File: config.mk
export PLATFORM = sky130hd
export DESIGN_NAME = subleq_core
export DESIGN_NICKNAME = d
export VERILOG_FILES = /design/src/rtl/subleq_pkg.sv /design/src/rtl/subleq_alu.sv /design/src/rtl/subleq_fsm.sv /design/src/rtl/subleq_core.sv
export SDC_FILE = /design/constraint.sdc
export NUM_CORES = 1
export LEC_CHECK = 0
export ABC_AREA = 0
export BUFFER_PORTS_ARGS = -buffer_cell sky130_fd_sc_hd__buf_4
export CAP_MARGIN = 15
export CORE_ASPECT_RATIO = 1.5
export CORE_MARGIN = 4
export CORE_UTILIZATION = 52
export DETAILED_ROUTE_END_ITERATION = 8
export PLACE_DENSITY = 0.79
export SKIP_LAST_GASP = 1
export SYNTH_ARGS = -nofsm -noshare
export SYNTH_HDL_FRONTEND = slang
export SYNTH_HIERARCHICAL = 1
export SYNTH_SLANG_ARGS = --single-unit
File: constraint.sdc
create_clock -name clk -period 3 [get_ports clk]
set_input_delay 0.6 -clock clk [delete_from_list [all_inputs] [get_ports clk]]
set_output_delay 0.6 -clock clk [all_outputs]
set_load 0.05 [all_outputs]
File: src/rtl/subleq_pkg.sv
package subleq_pkg;

    typedef enum logic [2:0] {
        ST_FETCH_A,
        ST_FETCH_B,
        ST_FETCH_C,
        ST_READ_A,
        ST_READ_B,
        ST_WRITE,
        ST_UPDATE,
        ST_HALT
    } state_t;

    // Where the read data returned next cycle is to be captured
    typedef enum logic [2:0] {
        DST_NONE,
        DST_A,
        DST_B,
        DST_C,
        DST_OPA,
        DST_OPB
    } dst_t;

    localparam int unsigned INSTR_WORDS = 3;

endpackage

File: src/rtl/subleq_alu.sv
module subleq_alu #(
    parameter int unsigned WORD_W = 16
) (
    input  logic [WORD_W-1:0] minuend,
    input  logic [WORD_W-1:0] subtrahend,
    output logic [WORD_W-1:0] diff,
    output logic              le_zero
);

    always_comb begin
        diff    = minuend - subtrahend;
        le_zero = diff[WORD_W-1] | (diff == '0);
    end

endmodule

File: src/rtl/subleq_fsm.sv
module subleq_fsm
    import subleq_pkg::*;
(
    input  logic   clk,
    input  logic   rst,
    input  logic   a_neg,
    input  logic   b_neg,
    input  logic   c_neg,
    input  logic   take,
    input  logic   in_valid,
    input  logic   out_ready,
    output state_t state,
    output logic   mem_req,
    output logic   mem_we,
    output logic   in_ready,
    output logic   out_valid,
    output dst_t   rd_dst
);

    state_t state_q;
    state_t state_d;

    assign state = state_q;

    // state register
    always_ff @(posedge clk) begin
        if (rst) begin
            state_q <= ST_FETCH_A;
        end else begin
            state_q <= state_d;
        end
    end

    // transitions
    always_comb begin
        state_d = state_q;
        unique case (state_q)
            ST_FETCH_A: state_d = ST_FETCH_B;
            ST_FETCH_B: state_d = ST_FETCH_C;
            ST_FETCH_C: state_d = ST_READ_A;
            ST_READ_A:  if (!a_neg || in_valid)  state_d = ST_READ_B;
            ST_READ_B:  state_d = ST_WRITE;
            ST_WRITE:   if (!b_neg || out_ready) state_d = ST_UPDATE;
            ST_UPDATE:  state_d = (take && c_neg) ? ST_HALT : ST_FETCH_A;
            ST_HALT:    state_d = ST_HALT;
        endcase
    end

    // outputs
    always_comb begin
        mem_req   = 1'b0;
        mem_we    = 1'b0;
        in_ready  = 1'b0;
        out_valid = 1'b0;
        rd_dst    = DST_NONE;
        unique case (state_q)
            ST_FETCH_A: begin
                mem_req = 1'b1;
                rd_dst  = DST_A;
            end
            ST_FETCH_B: begin
                mem_req = 1'b1;
                rd_dst  = DST_B;
            end
            ST_FETCH_C: begin
                mem_req = 1'b1;
                rd_dst  = DST_C;
            end
            ST_READ_A: begin
                if (a_neg) begin
                    in_ready = 1'b1;
                end else begin
                    mem_req = 1'b1;
                    rd_dst  = DST_OPA;
                end
            end
            ST_READ_B: begin
                if (!b_neg) begin
                    mem_req = 1'b1;
                    rd_dst  = DST_OPB;
                end
            end
            ST_WRITE: begin
                if (b_neg) begin
                    out_valid = 1'b1;
                end else begin
                    mem_req = 1'b1;
                    mem_we  = 1'b1;
                end
            end
            ST_UPDATE: begin
            end
            ST_HALT: begin
            end
        endcase
    end

endmodule

File: src/rtl/subleq_core.sv
module subleq_core
    import subleq_pkg::*;
#(
    parameter int unsigned WORD_W = 16,
    parameter int unsigned ADDR_W = 8,
    parameter int unsigned IO_W   = 8
) (
    input  logic              clk,
    input  logic              rst,
    output logic              mem_req,
    output logic              mem_we,
    output logic [ADDR_W-1:0] mem_addr,
    output logic [WORD_W-1:0] mem_wdata,
    input  logic [WORD_W-1:0] mem_rdata,
    input  logic [IO_W-1:0]   in_data,
    input  logic              in_valid,
    output logic              in_ready,
    output logic [IO_W-1:0]   out_data,
    output logic              out_valid,
    input  logic              out_ready,
    output logic              halted
);

    localparam int unsigned SIGN = WORD_W - 1;
    localparam logic [ADDR_W-1:0] STEP = ADDR_W'(INSTR_WORDS);

    state_t            state_q;
    dst_t              rd_dst;
    dst_t              rd_dst_q;
    logic [ADDR_W-1:0] pc_q;
    logic [ADDR_W-1:0] a_addr_q;
    logic [ADDR_W-1:0] b_addr_q;
    logic [ADDR_W-1:0] c_addr_q;
    logic              a_neg_q;
    logic              b_neg_q;
    logic              c_neg_q;
    logic [WORD_W-1:0] opa_q;
    logic              take_q;
    logic [WORD_W-1:0] diff;
    logic              le_zero;

    subleq_fsm u_fsm (
        .clk       (clk),
        .rst       (rst),
        .a_neg     (a_neg_q),
        .b_neg     (b_neg_q),
        .c_neg     (c_neg_q),
        .take      (take_q),
        .in_valid  (in_valid),
        .out_ready (out_ready),
        .state     (state_q),
        .mem_req   (mem_req),
        .mem_we    (mem_we),
        .in_ready  (in_ready),
        .out_valid (out_valid),
        .rd_dst    (rd_dst)
    );

    subleq_alu #(.WORD_W(WORD_W)) u_alu (
        .minuend    (mem_rdata),
        .subtrahend (opa_q),
        .diff       (diff),
        .le_zero    (le_zero)
    );

    // address selection per state
    always_comb begin
        unique case (state_q)
            ST_FETCH_A: mem_addr = pc_q;
            ST_FETCH_B: mem_addr = pc_q + ADDR_W'(1);
            ST_FETCH_C: mem_addr = pc_q + ADDR_W'(2);
            ST_READ_A:  mem_addr = a_addr_q;
            ST_READ_B:  mem_addr = b_addr_q;
            ST_WRITE:   mem_addr = b_addr_q;
            ST_UPDATE:  mem_addr = pc_q;
            ST_HALT:    mem_addr = pc_q;
        endcase
    end

    assign mem_wdata = diff;
    assign out_data  = opa_q[IO_W-1:0];
    assign halted    = (state_q == ST_HALT);

    always_ff @(posedge clk) begin
        if (rst) begin
            pc_q     <= '0;
            rd_dst_q <= DST_NONE;
            a_addr_q <= '0;
            b_addr_q <= '0;
            c_addr_q <= '0;
            a_neg_q  <= 1'b0;
            b_neg_q  <= 1'b0;
            c_neg_q  <= 1'b0;
            opa_q    <= '0;
            take_q   <= 1'b0;
        end else begin
            rd_dst_q <= rd_dst;
            unique case (rd_dst_q)
                DST_A: begin
                    a_addr_q <= mem_rdata[ADDR_W-1:0];
                    a_neg_q  <= mem_rdata[SIGN];
                end
                DST_B: begin
                    b_addr_q <= mem_rdata[ADDR_W-1:0];
                    b_neg_q  <= mem_rdata[SIGN];
                end
                DST_C: begin
                    c_addr_q <= mem_rdata[ADDR_W-1:0];
                    c_neg_q  <= mem_rdata[SIGN];
                end
                DST_OPA: opa_q <= mem_rdata;
                default: begin
                end
            endcase
            if (in_ready && in_valid) begin
                opa_q <= WORD_W'(in_data);
            end
            if (state_q == ST_WRITE) begin
                take_q <= !b_neg_q && le_zero;
            end
            if (state_q == ST_UPDATE && !(take_q && c_neg_q)) begin
                pc_q <= take_q ? c_addr_q : pc_q + STEP;
            end
        end
    end

endmodule

# Yosys cells after proc, flatten, opt, wreduce, memory -nomap -nowiden
# Index checks and enable logic that the tools add are counted.
# op_classes
addsub	4
n_eq_ne	13
mux	19
bitwise	1
n_reduce_logical	17
# ops
op	n
one-hot mux 8 bit (5 select lines)	1
2-to-1 mux 8 bit	3
one-hot mux 3 bit (8 select lines)	1
adder 8 x 2 -> 8 bit, second input constant	2
zero test 16 bit	1
subtractor 16 bit	1
equality test 3 bit, second input constant	5
2-to-1 mux 3 bit	5
one-hot mux 3 bit (5 select lines)	1
equality test 3 x 2 -> 1 bit, second input constant	4
adder 8 x 1 -> 8 bit, second input constant	1
2-to-1 mux 1 bit	7
equality test 3 x 1 -> 1 bit, second input constant	2
OR reduction 3 bit	2
logical AND 1 bit	4
!= test 2 x 1 -> 1 bit, second input constant	2
OR reduction 2 bit	2
zero test 1 bit	3
zero test 3 bit	1
one-hot mux 1 bit (3 select lines)	1
logical OR 1 bit	2
AND reduction 2 bit	1
nonzero test 2 bit	1
OR 1 bit	1
# totals
register_bits	58
inputBits	28
out_inout_bits	37

# Longest topological paths before layout
# Gate-level depths: netlist (run 1).
# depth
depth_word	4
depth_mapped	12
depth_no_buf	12

# Cells and area by module
# Netlist (run 1), hierarchy kept.
# modules_own_cells
module	instances	cells_each	area_per_inst_um2	seq_area_each_um2
subleq_core	1	373	2991.6	1101.1
subleq_alu	1	143	1002.2	0.0
subleq_fsm	1	35	276.5	60.1

# Worst setup path before layout (run 1)
# OpenSTA, ideal clock, no wires.
# synth_timing
path_type	in2reg
from	input port mem_rdata[0]
to	register take_q
arrival_ps	4065
setup_slack_ps	-1198
stages	12
path_buffers	0
cell_sequence	inv_1 -> ha_1 -> fa_1 -> nor2b_1 -> o31a_1 -> o21a_1 -> o311ai_0 -> nor2_1 -> nand4bb_1 -> o21bai_1 -> nand4b_1 -> a21oi_1
# synth_between
elab_chain_len	4
# synth_rtl
element	line_no	rtl
start, declared	subleq_core.sv:14	input logic [WORD_W-1:0] mem_rdata,
subtractor 16 bit	subleq_alu.sv:11	diff = minuend - subtrahend;
named net mem_wdata[10]	subleq_core.sv:13	output logic [WORD_W-1:0] mem_wdata,
zero test 16 bit	subleq_alu.sv:12	le_zero = diff[WORD_W-1] | (diff == '0);
OR 1 bit	subleq_alu.sv:12	
named net le_zero	subleq_core.sv:40	logic le_zero;
logical AND 1 bit	subleq_core.sv:119	take_q <= !b_neg_q && le_zero;
end signal, assigned	subleq_core.sv:119	
end, declared	subleq_core.sv:38	logic take_q;
# The timed path passes the listed nets, and every way through them passes these cells.
# A chain may end at the register's enable or synchronous reset.

# Worst setup path after layout (run 1)
# layout_timing
from	input port mem_rdata[0]
to	output port mem_wdata[14]
# layout_between
elab_chain_len	1
# layout_rtl
element	line_no
subtractor 16 bit	subleq_alu.sv:11
end, declared	subleq_core.sv:13
# No other way between the ends.

==> results by group, run 1 <==
Worst hold path
  – Worst hold endpoint: opa_q[9]$_SDFFE_PP0N_
  – Hold Path Class: reg2reg
  – Hold Startpoint: opa_q[9]$_SDFFE_PP0N_
  – Worst Hold Path Cells: 2

Global routing
  – Number of global-route vias before repair: 4,488
  – First-pass GRT wire length: 22,400 um
  – Largest net degree at the start of global routing: 52
  – Antenna violations before repair: 0
  – Overflow after GRT: 0
  – GRT Util Overall: 29.6%

Clock tree
  – Sink Count: 58
  – CTS tree: built
  – Post-CTS Hold Buffers: 0
  – CTS buffer count: 9
  – CTS Root Cell: clkbuf_16
  – Worst-Skew Late Latency: 330 ps
  – Total number of H-tree levels: 3
  – Worst-path clk slew: 50 ps
  – Clock buffer depth: 2

Synth
  – Top-area cell type share of the netlist area: 27.2%
  – Syn Area/Cell: 7.75 um^2
  – Library cells used by synthesis: 82
  – Synth area leaders: dfxtp_1 27%, mux2i_1 6.3%, ha_1 5.6%, nor2_1 5.4%, nand2_1 5.1%
  – FFs w/ async S/R, synth: 0%
  – Number of enable flip-flop cells after synthesis: 0
  – Syn Std Cell Area: 4270 um^2
  – Yosys top cell by area: dfxtp_1
  – Sequential element share of the synthesized area: 27.2%
  – Syn. warnings: 6
  – Yosys reg bits: 58
  – Syn Nets: 599
  – Ys flop type: dfxtp_1
  – Post-Synthesis Cells: 551

Detailed routing
  – Residual DRC: 0
  – Routed Antenna Nets: 0
  – Drt initial violations: 337
  – DR pass1 iterations: 5
  – Total Wirelength: 14,000 um
  – Vias/cell: 6.10
  – DR WL/cell: 18.6 um
  – Routed via count: 4,608

Critical path
  – CP top delay family: compound AO/OA/AOI/OAI gates
  – Crit-path cells: buf_12 -> clkinv_4 -> ha_4 -> fa_2 -> nor2b_2 -> o31a_1 -> a21oi_2 -> a31o_2 -> mux2i_2 -> o211ai_1 -> buf_4
  – Worst-path maximum fanout: 5
  – Crit Reg-Reg Startpoint: opa_q[2]$_SDFFE_PP0P_
  – Critical-path top delay cell: fa_2
  – WP data required: 2400 ps
  – Crit path DAT: 2520 ps
  – Critical Path Sink Type: output port
  – WS Path Type: in2out
  – Slowest stage delay, CP: 340 ps
  – CP Buf/Inv Count: 3
  – Reg2Reg Capture Point: take_q$_SDFFE_PP0N_
  – R2R setup slack: 90 ps
  – Reg2reg path depth: 12
  – CP Launch Type: input pin

Timing
  – Max Freq: 320 MHz
  – Final hold slack: 452 ps
  – Fin Clk Skew: 4.11 ps
  – Min setup slack post-route: -125 ps
  – Slew @ Worst Pin: 755 ps
  – Worst slew margin: 49.6%
  – Finish-stage setup viols: 4
  – RSZ-0062 raised after global routing: yes
  – Fin crit share: 104%
  – Slew Limit Fails: 0
  – Fin crit period: 3120 ps
  – Fin. Hold Viols: 0

Floorplan
  – Die height: 119 um
  – IO Pins: 65
  – Die X: 82.0 um
  – Die area: 9760 um^2
  – Placeable Area: 8010 um^2
  – Floorplan row count: 40
  – Initial Utilization: 53.3%

Final layout
  – N_diodes: 0
  – FF+latch area: 1170 um^2
  – Fillers: 578
  – Fraction of layout cells with a size suffix above 1: 32.6%
  – Leading cell type in the layout, fill and taps excluded: buf_4
  – Nets: 694
  – Syn-to-layout area delta: 35.7%
  – Most frequent cells in the layout: 116 x buf_4, 60 x nor2_1, 58 x nand2_1, 50 x dfxtp_1, 38 x a21oi_1
  – Multi-input gate area: 2960 um^2

Power
  – Cell Pwr Density: 476 nW/um^2
  – Worst vdd ir: 0.441 mV
  – Total power: 2760 uW
  – Leakage: 0.00235 uW

Place
  – Dpl ws: -376 ps
  – Detail Placement HPWL: 9570 um
  – PortBufs: 64
  – Routability-driven placement congestion ratio: 0.963

Job
  – Max-cap violations: 0

Outcome
  – Outcome: complete, but fails checks
  – Violated checks: setup timing
## how the worst max path moves through the flow
stage	startpoint	endpoint	slack, ps	cells after the start
after floorplan	mem_rdata[0]	mem_wdata[14]	-190	9
after global placement	mem_rdata[0]	mem_wdata[14]	-330	11
after detailed placement	mem_rdata[0]	mem_wdata[14]	-380	11
after CTS	opa_q[6]$_SDFFE_PP0P_	mem_wdata[15]	-120	10
after global routing	mem_rdata[0]	mem_wdata[14]	-180	11
final	mem_rdata[0]	mem_wdata[14]	-120	11
## area by class of cell
cell class / count / share of cell area [%]
tap: 105 / 2.27
multi-input combinational: 408 / 51.1
clock inverter: 4 / 1.25
inverter: 39 / 2.61
timing repair buffer: 130 / 18.0
sequential: 58 / 20.2
clock buffer: 12 / 4.60
## synth_stat cells (4+ instances only)
master / number
a21oi_1: 40
a21boi_0: 4
a311oi_1: 10
mux2i_1: 27
a32oi_1: 5
a211oi_1: 6
nand2_1: 58
nand3_1: 11
o21ai_0: 17
buf_4: 13
ha_1: 19
xor2_1: 4
buf_2: 17
nand2b_1: 9
a31oi_1: 4
dfxtp_1: 58
o211ai_1: 5
nor2b_1: 10
nor2_1: 61
clkbuf_1: 11
o21a_1: 7
inv_1: 38
o31ai_1: 4
nor3b_1: 6
a21o_1: 4
nor3_1: 16
nand4_1: 4
## cell families after synthesis
logic type	share of synthesized area, %
xor+xnor	1.44
simple gates	24.1
fa+ha+maj	6.04
buf+inv	9.67
mux	6.59
compound gates	25.0
flops	27.2
## sequential cells by signal (all words and copies together) (netlist names)
signal and cells:
c_neg_q 1, take_q 1, a_addr_q 8, pc_q 8, c_addr_q 8, a_neg_q 1, b_addr_q 8, opa_q 16
rd_dst_q 3, u_fsm/state 3, b_neg_q 1
## layer usage
metal	part of all wire [%]	wire length [um]	up-vias	GRT usage, %
met5	0	0	-	0
met4	4.7	659	0	13.2
met3	5.4	764	58	5.52
met2	54	7580	200	52.6
met1	36	5030	2194	33.1
li1	-	-	2156	-
## report_power, final
part           internal, uW  leakage (uW)  switching, uW
clock                   793      0.000165            363
combinational           325       0.00171            441
sequential              802      0.000475           36.4
total                  1920       0.00235            840
## tightest hold or removal path, stage by stage, from the launching register on
cell and delay, ps:
dfxtp_1 300, nand2_1 50, a21oi_1 50
## per-stage QoR
step | setup TNS (ps) | utilization [%] | instance area, um^2 | cells
floorplan | -367 | - | 4340 | 551
global placement | -1410 | 63.1 | 5050 | 722
detailed placement | -1620 | 63.1 | 5050 | 722
CTS | -311 | 70.4 | 5640 | 748
global route | -666 | 72.4 | 5790 | 756
finish | -251 | 72.4 | 5790 | 756
## timing repair
action,in CTS,in global routing
gates resized for setup,40,24
endpoints found under the setup margin,7,10
setup buffers,10,8
pin swaps,13,12
Power figures use the tool's default switching activity.
==> run 2: changes to the inputs <==
clock period = 2.7 ns   (was 3 ns; I/O delays follow)
==> run 2 against run 1 <==
Against the previous run: the run still ends with setup timing left; worst setup slack worse by 160 ps; combinational power up 21%; first-iteration DRC count up 39%; utilization up 3.4 points; sequential cell count unchanged; die area unchanged; clock skew up 2.7 ps; total power up 15%; global-route usage up 0.17 points; routed wire length up 4.3%; worst hold slack better by 11 ps; final area up 4.7%; critical path type is now reg2out; largest cell class unchanged; highest routed layer unchanged.
==> results by group, run 2 (synthesized netlist as in run 1, its figures left out) <==
Outcome
  – Outcome: complete, but fails checks
  – Violated checks: setup timing

Final layout
  – Fraction of layout cells with a size suffix above 1: 35.7% (+3.2 points)
  – Largest Register: opa_q
  – Final core area utilization: 75.8% (+3.4 points)
  – Max reg flops: 16 (unchanged)
  – N_diodes: 0 (unchanged)
  – Leading cell type in the layout, fill and taps excluded: buf_4
  – Nets: 709 (+2.2%)
  – Fin area: 6070 um^2 (+4.7%)
  – Most frequent cells in the layout: 127 x buf_4, 60 x nor2_1, 58 x nand2_1, 49 x dfxtp_1, 35 x a21oi_1
  – Syn-to-layout area delta: 42.1%
  – Fillers: 527 (-8.8%)

Global routing
  – Largest net degree at the start of global routing: 52 (unchanged)
  – GRT Util Overall: 29.8% (+0.17 points)
  – Antenna violations before repair: 0 (unchanged)
  – Number of global-route vias before repair: 4,675 (+4.2%)
  – First-pass GRT wire length: 22,700 um (+1.3%)
  – Overflow after GRT: 0 (unchanged)

Floorplan
  – Floorplan row count: 40 (unchanged)
  – Placeable Area: 8010 um^2 (unchanged)
  – Die X: 82.0 um (unchanged)
  – Die height: 119 um (unchanged)
  – Initial Utilization: 53.3% (unchanged)
  – Die area: 9760 um^2 (unchanged)
  – IO Pins: 65 (unchanged)

Timing
  – Final hold slack: 463 ps (+10.7 ps)
  – Worst slew margin: 48.7% (-0.84 points)
  – Fin. Hold Viols: 0 (unchanged)
  – Min setup slack post-route: -284 ps (-160 ps)
  – Slew @ Worst Pin: 768 ps (+12.6 ps)
  – Fin crit period: 2980 ps
  – RSZ-0062 raised after global routing: yes
  – Max Freq: 335 MHz
  – Fin Clk Skew: 6.77 ps (+2.66 ps)
  – Fin crit share: 111%
  – Finish-stage setup viols: 10 (+6)
  – Slew Limit Fails: 0 (unchanged)

Critical path
  – Reg2reg path depth: 12 (unchanged)
  – Crit path DAT: 2440 ps (-80 ps)
  – CP Buf/Inv Count: 1 (-2)
  – Critical Path Sink Type: output port
  – Stages on worst setup path: 9 (-2)
  – CP top delay family: compound AO/OA/AOI/OAI gates
  – Worst-path maximum fanout: 2 (-3)
  – Crit-path cells: ha_4 -> fa_2 -> nor2b_4 -> o31a_1 -> a21oi_2 -> a31o_2 -> mux2i_2 -> o211ai_1 -> buf_4
  – WP data required: 2160 ps (-240 ps)
  – CP Launch Type: flip-flop
  – Critical-path top delay cell: fa_2
  – WS Path Type: reg2out
  – Slowest stage delay, CP: 360 ps (+20 ps)

Power
  – Cell Pwr Density: 524 nW/um^2 (+10%)
  – Leakage: 0.00245 uW (+4.4%)
  – Worst vdd ir: 0.397 mV (-10%)

Clock tree
  – Worst-path clk slew: 50 ps (about the same)
  – CTS Root Cell: clkbuf_16
  – Sink Count: 58 (unchanged)
  – CTS buffer count: 9 (unchanged)
  – Total number of H-tree levels: 3 (unchanged)
  – Clock buffer depth: 2 (unchanged)
  – CTS tree: built
  – Worst-Skew Late Latency: 330 ps (about the same)

Place
  – PortBufs: 64 (unchanged)
  – Post-DP Area: 5320 um^2 (+5.4%)
  – Detail Placement HPWL: 9640 um (+0.72%)
  – Routability-driven placement congestion ratio: 0.970 (+0.77%)

Detailed routing
  – Total Wirelength: 14,600 um (+4.3%)
  – Drt initial violations: 468 (+39%)
  – Vias/cell: 6.19 (+1.5%)
  – DR WL/cell: 19.0 um (+2.2%)
  – Routed via count: 4,771 (+3.5%)
  – DR pass1 iterations: 6 (+1)
  – Routed Antenna Nets: 0 (unchanged)
  – Residual DRC: 0 (unchanged)

Worst hold path
  – Hold Path Class: reg2reg
  – Worst Hold Path Cells: 2 (unchanged)

Job
  – Max-cap violations: 0 (unchanged)
## run 2: worst min-delay path, delay by kind of cell (launching register included)
family          cells  cell delay [ps]
flops               1              310
simple gates        1               50
compound gates      1               50
## run 2: cell type report
class | instances | area, um^2 | share of cell area (%)
clock buffers | 12 | 246 | 4.06
repair buffers | 145 | 1170 | 19.3
inverters | 39 | 163 | 2.68
well taps | 105 | 131 | 2.16
clock inverters | 4 | 98.8 | 1.63
flip-flops and latches | 58 | 1170 | 19.3
multi-input cells | 408 | 3080 | 50.8
## run 2: final timing paths
kind | startpoint | to | slack, ps
min | opa_q[8]$_SDFFE_PP0N_ | opa_q[8]$_SDFFE_PP0N_ | 460
max reg2reg | opa_q[0]$_SDFFE_PP0P_ | take_q$_SDFFE_PP0N_ | -210
max | opa_q[0]$_SDFFE_PP0P_ | mem_wdata[14] | -280
min reg2reg | opa_q[8]$_SDFFE_PP0N_ | opa_q[8]$_SDFFE_PP0N_ | 460
## run 2: timing repair
item	4_1_cts	5_1_grt
pin swaps	17	13
hold buffers	0	0
endpoints found under the setup margin	13	17
resized for setup	54	17
buffers inserted	10	5
## run 2: where the power goes
| group | internal, uW | switching [uW] | leakage [uW] |
|---|---|---|---|
| registers | 892 | 32.4 | 0.000475 |
| clock network | 928 | 399 | 0.000167 |
| logic | 400 | 528 | 0.00181 |
| total | 2220 | 959 | 0.00245 |
## run 2: layer usage
| layer | vias up | track usage [%] | part of all wire [%] |
|---|---|---|---|
| li1 | 2187 | - | - |
| met1 | 2274 | 32.5 | 37 |
| met2 | 240 | 50.5 | 52 |
| met3 | 70 | 5.75 | 5.8 |
| met4 | 0 | 19.5 | 5.2 |
| met5 | - | 0 | 0 |
## run 2: metrics by stage
| stage | setup TNS, ps | std cells | power (uW) | setup WS [ps] |
|---|---|---|---|---|
| 2_1_floorplan | -508 | 551 | 1460 | -256 |
| 3_3_place_gp | -2460 | 743 | 1710 | -400 |
| 3_5_place_dp | -2720 | 743 | 1730 | -474 |
| 4_1_cts | -1230 | 766 | 3130 | -247 |
| 5_1_grt | -2330 | 771 | 3280 | -331 |
| 6_report | -1760 | 771 | 3180 | -284 |
==> run 3: changes to the inputs <==
REMOVE_ABC_BUFFERS = 1   (was not set)
==> run 3 against run 2 <==
Against the previous run: the flow still finishes with violations (setup timing); combinational power shrank 1%; clock-buffer cell count is 2 higher; clock power fell by 13%; register-to-register slack better by 20 ps; clock skew shrank 0.64 ps; non-clock buffer count up 1; critical path type unchanged; largest cell class unchanged; largest power group unchanged.
==> results by group, run 3 (synthesized netlist as in run 1, its figures left out) <==
Detailed routing
  – Residual DRC: 0 (unchanged)
  – Total Wirelength: 15,000 um (+2.6%)
  – Vias/cell: 6.19 (+0.10%)
  – DR pass1 iterations: 5 (-1)
  – Routed Antenna Nets: 0 (unchanged)
  – Drt initial violations: 453 (-3.2%)
  – Routed via count: 4,782 (+0.23%)
  – DR WL/cell: 19.5 um (+2.5%)

Final layout
  – Largest Register: opa_q
  – Max reg flops: 16 (unchanged)
  – N_diodes: 0 (unchanged)
  – Leading cell type in the layout, fill and taps excluded: buf_4
  – Most frequent cells in the layout: 127 x buf_4, 60 x nor2_1, 58 x nand2_1, 48 x dfxtp_1, 36 x a21oi_1
  – Fraction of layout cells with a size suffix above 1: 35.1% (-0.65 points)
  – Nets: 710 (+0.14%)
  – Syn-to-layout area delta: 39.1%

Floorplan
  – Die area: 9760 um^2 (unchanged)
  – Placeable Area: 8010 um^2 (unchanged)
  – Initial Utilization: 53.3% (unchanged)
  – IO Pins: 65 (unchanged)
  – Floorplan row count: 40 (unchanged)
  – Die X: 82.0 um (unchanged)
  – Die height: 119 um (unchanged)

Worst hold path
  – Hold Startpoint: opa_q[13]$_SDFFE_PP0N_
  – Worst Hold Path Cells: 2 (unchanged)
  – Hold Path Class: reg2reg
  – Worst hold endpoint: opa_q[13]$_SDFFE_PP0N_

Critical path
  – Slowest stage delay, CP: 400 ps (+40 ps)
  – Crit-path cells: inv_2 -> ha_4 -> buf_6 -> a21o_1 -> a21oi_2 -> o21bai_2 -> o41ai_4 -> o21ai_1 -> xnor2_1 -> buf_4
  – CP Launch Type: flip-flop
  – R2R setup slack: -190 ps (+20 ps)
  – Worst-path maximum fanout: 2 (unchanged)
  – Critical-path top delay cell: o41ai_4
  – WS Path Type: reg2out
  – Reg2Reg Capture Point: take_q$_SDFFE_PP0N_
  – Crit Reg-Reg Startpoint: opa_q[0]$_SDFFE_PP0P_
  – Reg2reg path depth: 12 (unchanged)
  – Crit path DAT: 2570 ps (+130 ps)
  – WP data required: 2160 ps (about the same)
  – Critical Path Sink Type: output port

Timing
  – Slew @ Worst Pin: 789 ps (+20.8 ps)
  – Fin. Hold Viols: 0 (unchanged)
  – Fin crit share: 115% (+4.8 points)
  – Min setup slack post-route: -413 ps (-129 ps)
  – Worst slew margin: 47.4% (-1.3 points)
  – RSZ-0062 raised after global routing: yes
  – Fin Clk Skew: 6.13 ps (-0.636 ps)
  – Slew Limit Fails: 0 (unchanged)
  – Setup_tns: -2570 ps (-815 ps)
  – Fin crit period: 3110 ps (+129 ps)
  – Max Freq: 321 MHz (-4.1%)
  – Finish-stage setup viols: 13 (+3)

Outcome
  – Violated checks: setup timing
  – Outcome: complete, but fails checks

Place
  – Routability-driven placement congestion ratio: 0.903 (-6.9%)
  – Detail Placement HPWL: 9200 um (-4.5%)
  – Dpl ws: -509 ps (-34.9 ps)
  – PortBufs: 64 (unchanged)

Global routing
  – GRT Util Overall: 30.0% (+0.19 points)
  – Largest net degree at the start of global routing: 52 (unchanged)
  – Number of global-route vias before repair: 4,834 (+3.4%)
  – Overflow after GRT: 0 (unchanged)
  – Antenna violations before repair: 0 (unchanged)
  – First-pass GRT wire length: 22,900 um (+0.97%)

Clock tree
  – CTS buffer count: 9 (unchanged)
  – CTS tree: built
  – Total number of H-tree levels: 3 (unchanged)
  – Clock buffer depth: 2 (unchanged)
  – Worst-Skew Late Latency: 330 ps (about the same)
  – Sink Count: 58 (unchanged)
  – CTS Root Cell: clkbuf_16
  – Worst-path clk slew: 50 ps (about the same)
  – Post-CTS Hold Buffers: 0 (unchanged)

Power
  – Cell Pwr Density: 505 nW/um^2 (-3.6%)
  – Worst vdd ir: 0.371 mV (-6.5%)
  – Leakage: 0.00242 uW (-1.2%)

Job
  – Max-cap violations: 0 (unchanged)
## run 3: worst max path at each step
stage	startpoint	endpoint	slack (ps)
CTS	opa_q[8]$_SDFFE_PP0N_	mem_wdata[15]	-260
detailed placement	mem_rdata[0]	mem_wdata[14]	-510
global placement	mem_rdata[0]	mem_wdata[14]	-490
global route	opa_q[0]$_SDFFE_PP0P_	mem_wdata[14]	-460
floorplan	opa_q[0]$_SDFFE_PP0P_	take_q$_SDFFE_PP0N_	-1600
finish	opa_q[8]$_SDFFE_PP0N_	mem_wdata[15]	-410
## run 3: metal layers
layer | vias to the layer above | GRT usage, % | share of wire, %
met5 | - | 0 | 0
met4 | 0 | 18.0 | 5.7
met3 | 85 | 5.14 | 6.1
met2 | 271 | 51.7 | 52
met1 | 2240 | 33.1 | 36
li1 | 2186 | - | -
## run 3: where the power goes
| group | internal, uW | switching [uW] | leakage, uW |
|---|---|---|---|
| clock | 763 | 394 | 0.000147 |
| combinational | 388 | 527 | 0.00180 |
| sequential | 893 | 33.4 | 0.000476 |
| total | 2040 | 955 | 0.00242 |
## run 3: repair_timing
action	CTS	global route
pin swaps	20	9
buffers inserted	11	6
gates cloned	0	0
resized for setup	67	28
endpoints found under the setup margin	14	19
## run 3: stage by stage
step | total power (uW) | hold WS [ps] | util [%] | area, um^2 | instances
after floorplan | 1380 | 436 | - | 4000 | 505
after global placement | 1660 | 442 | 64.1 | 5130 | 743
after detailed placement | 1680 | 448 | 64.1 | 5130 | 743
after CTS | 2920 | 454 | 72.5 | 5810 | 769
after global routing | 3090 | 471 | 74.2 | 5940 | 772
final | 3000 | 454 | 74.2 | 5940 | 772
## run 3: worst max-delay path, delay by kind of cell (launching register included)
family | cells | cell delay (ps)
compound gates | 5 | 1010
xor+xnor | 1 | 270
fa+ha+maj | 1 | 210
buf+inv | 3 | 400
flops | 1 | 330
## run 3: area by class of cell
class	count	area (um^2)
Sequential cell	58	1170
Clock buffer	14	264
Timing Repair Buffer	146	1180
Inverter	39	149
Clock inverter	2	35.0
Multi-Input combinational cell	408	3010
Tap cell	105	131
Fill cell	562	2070
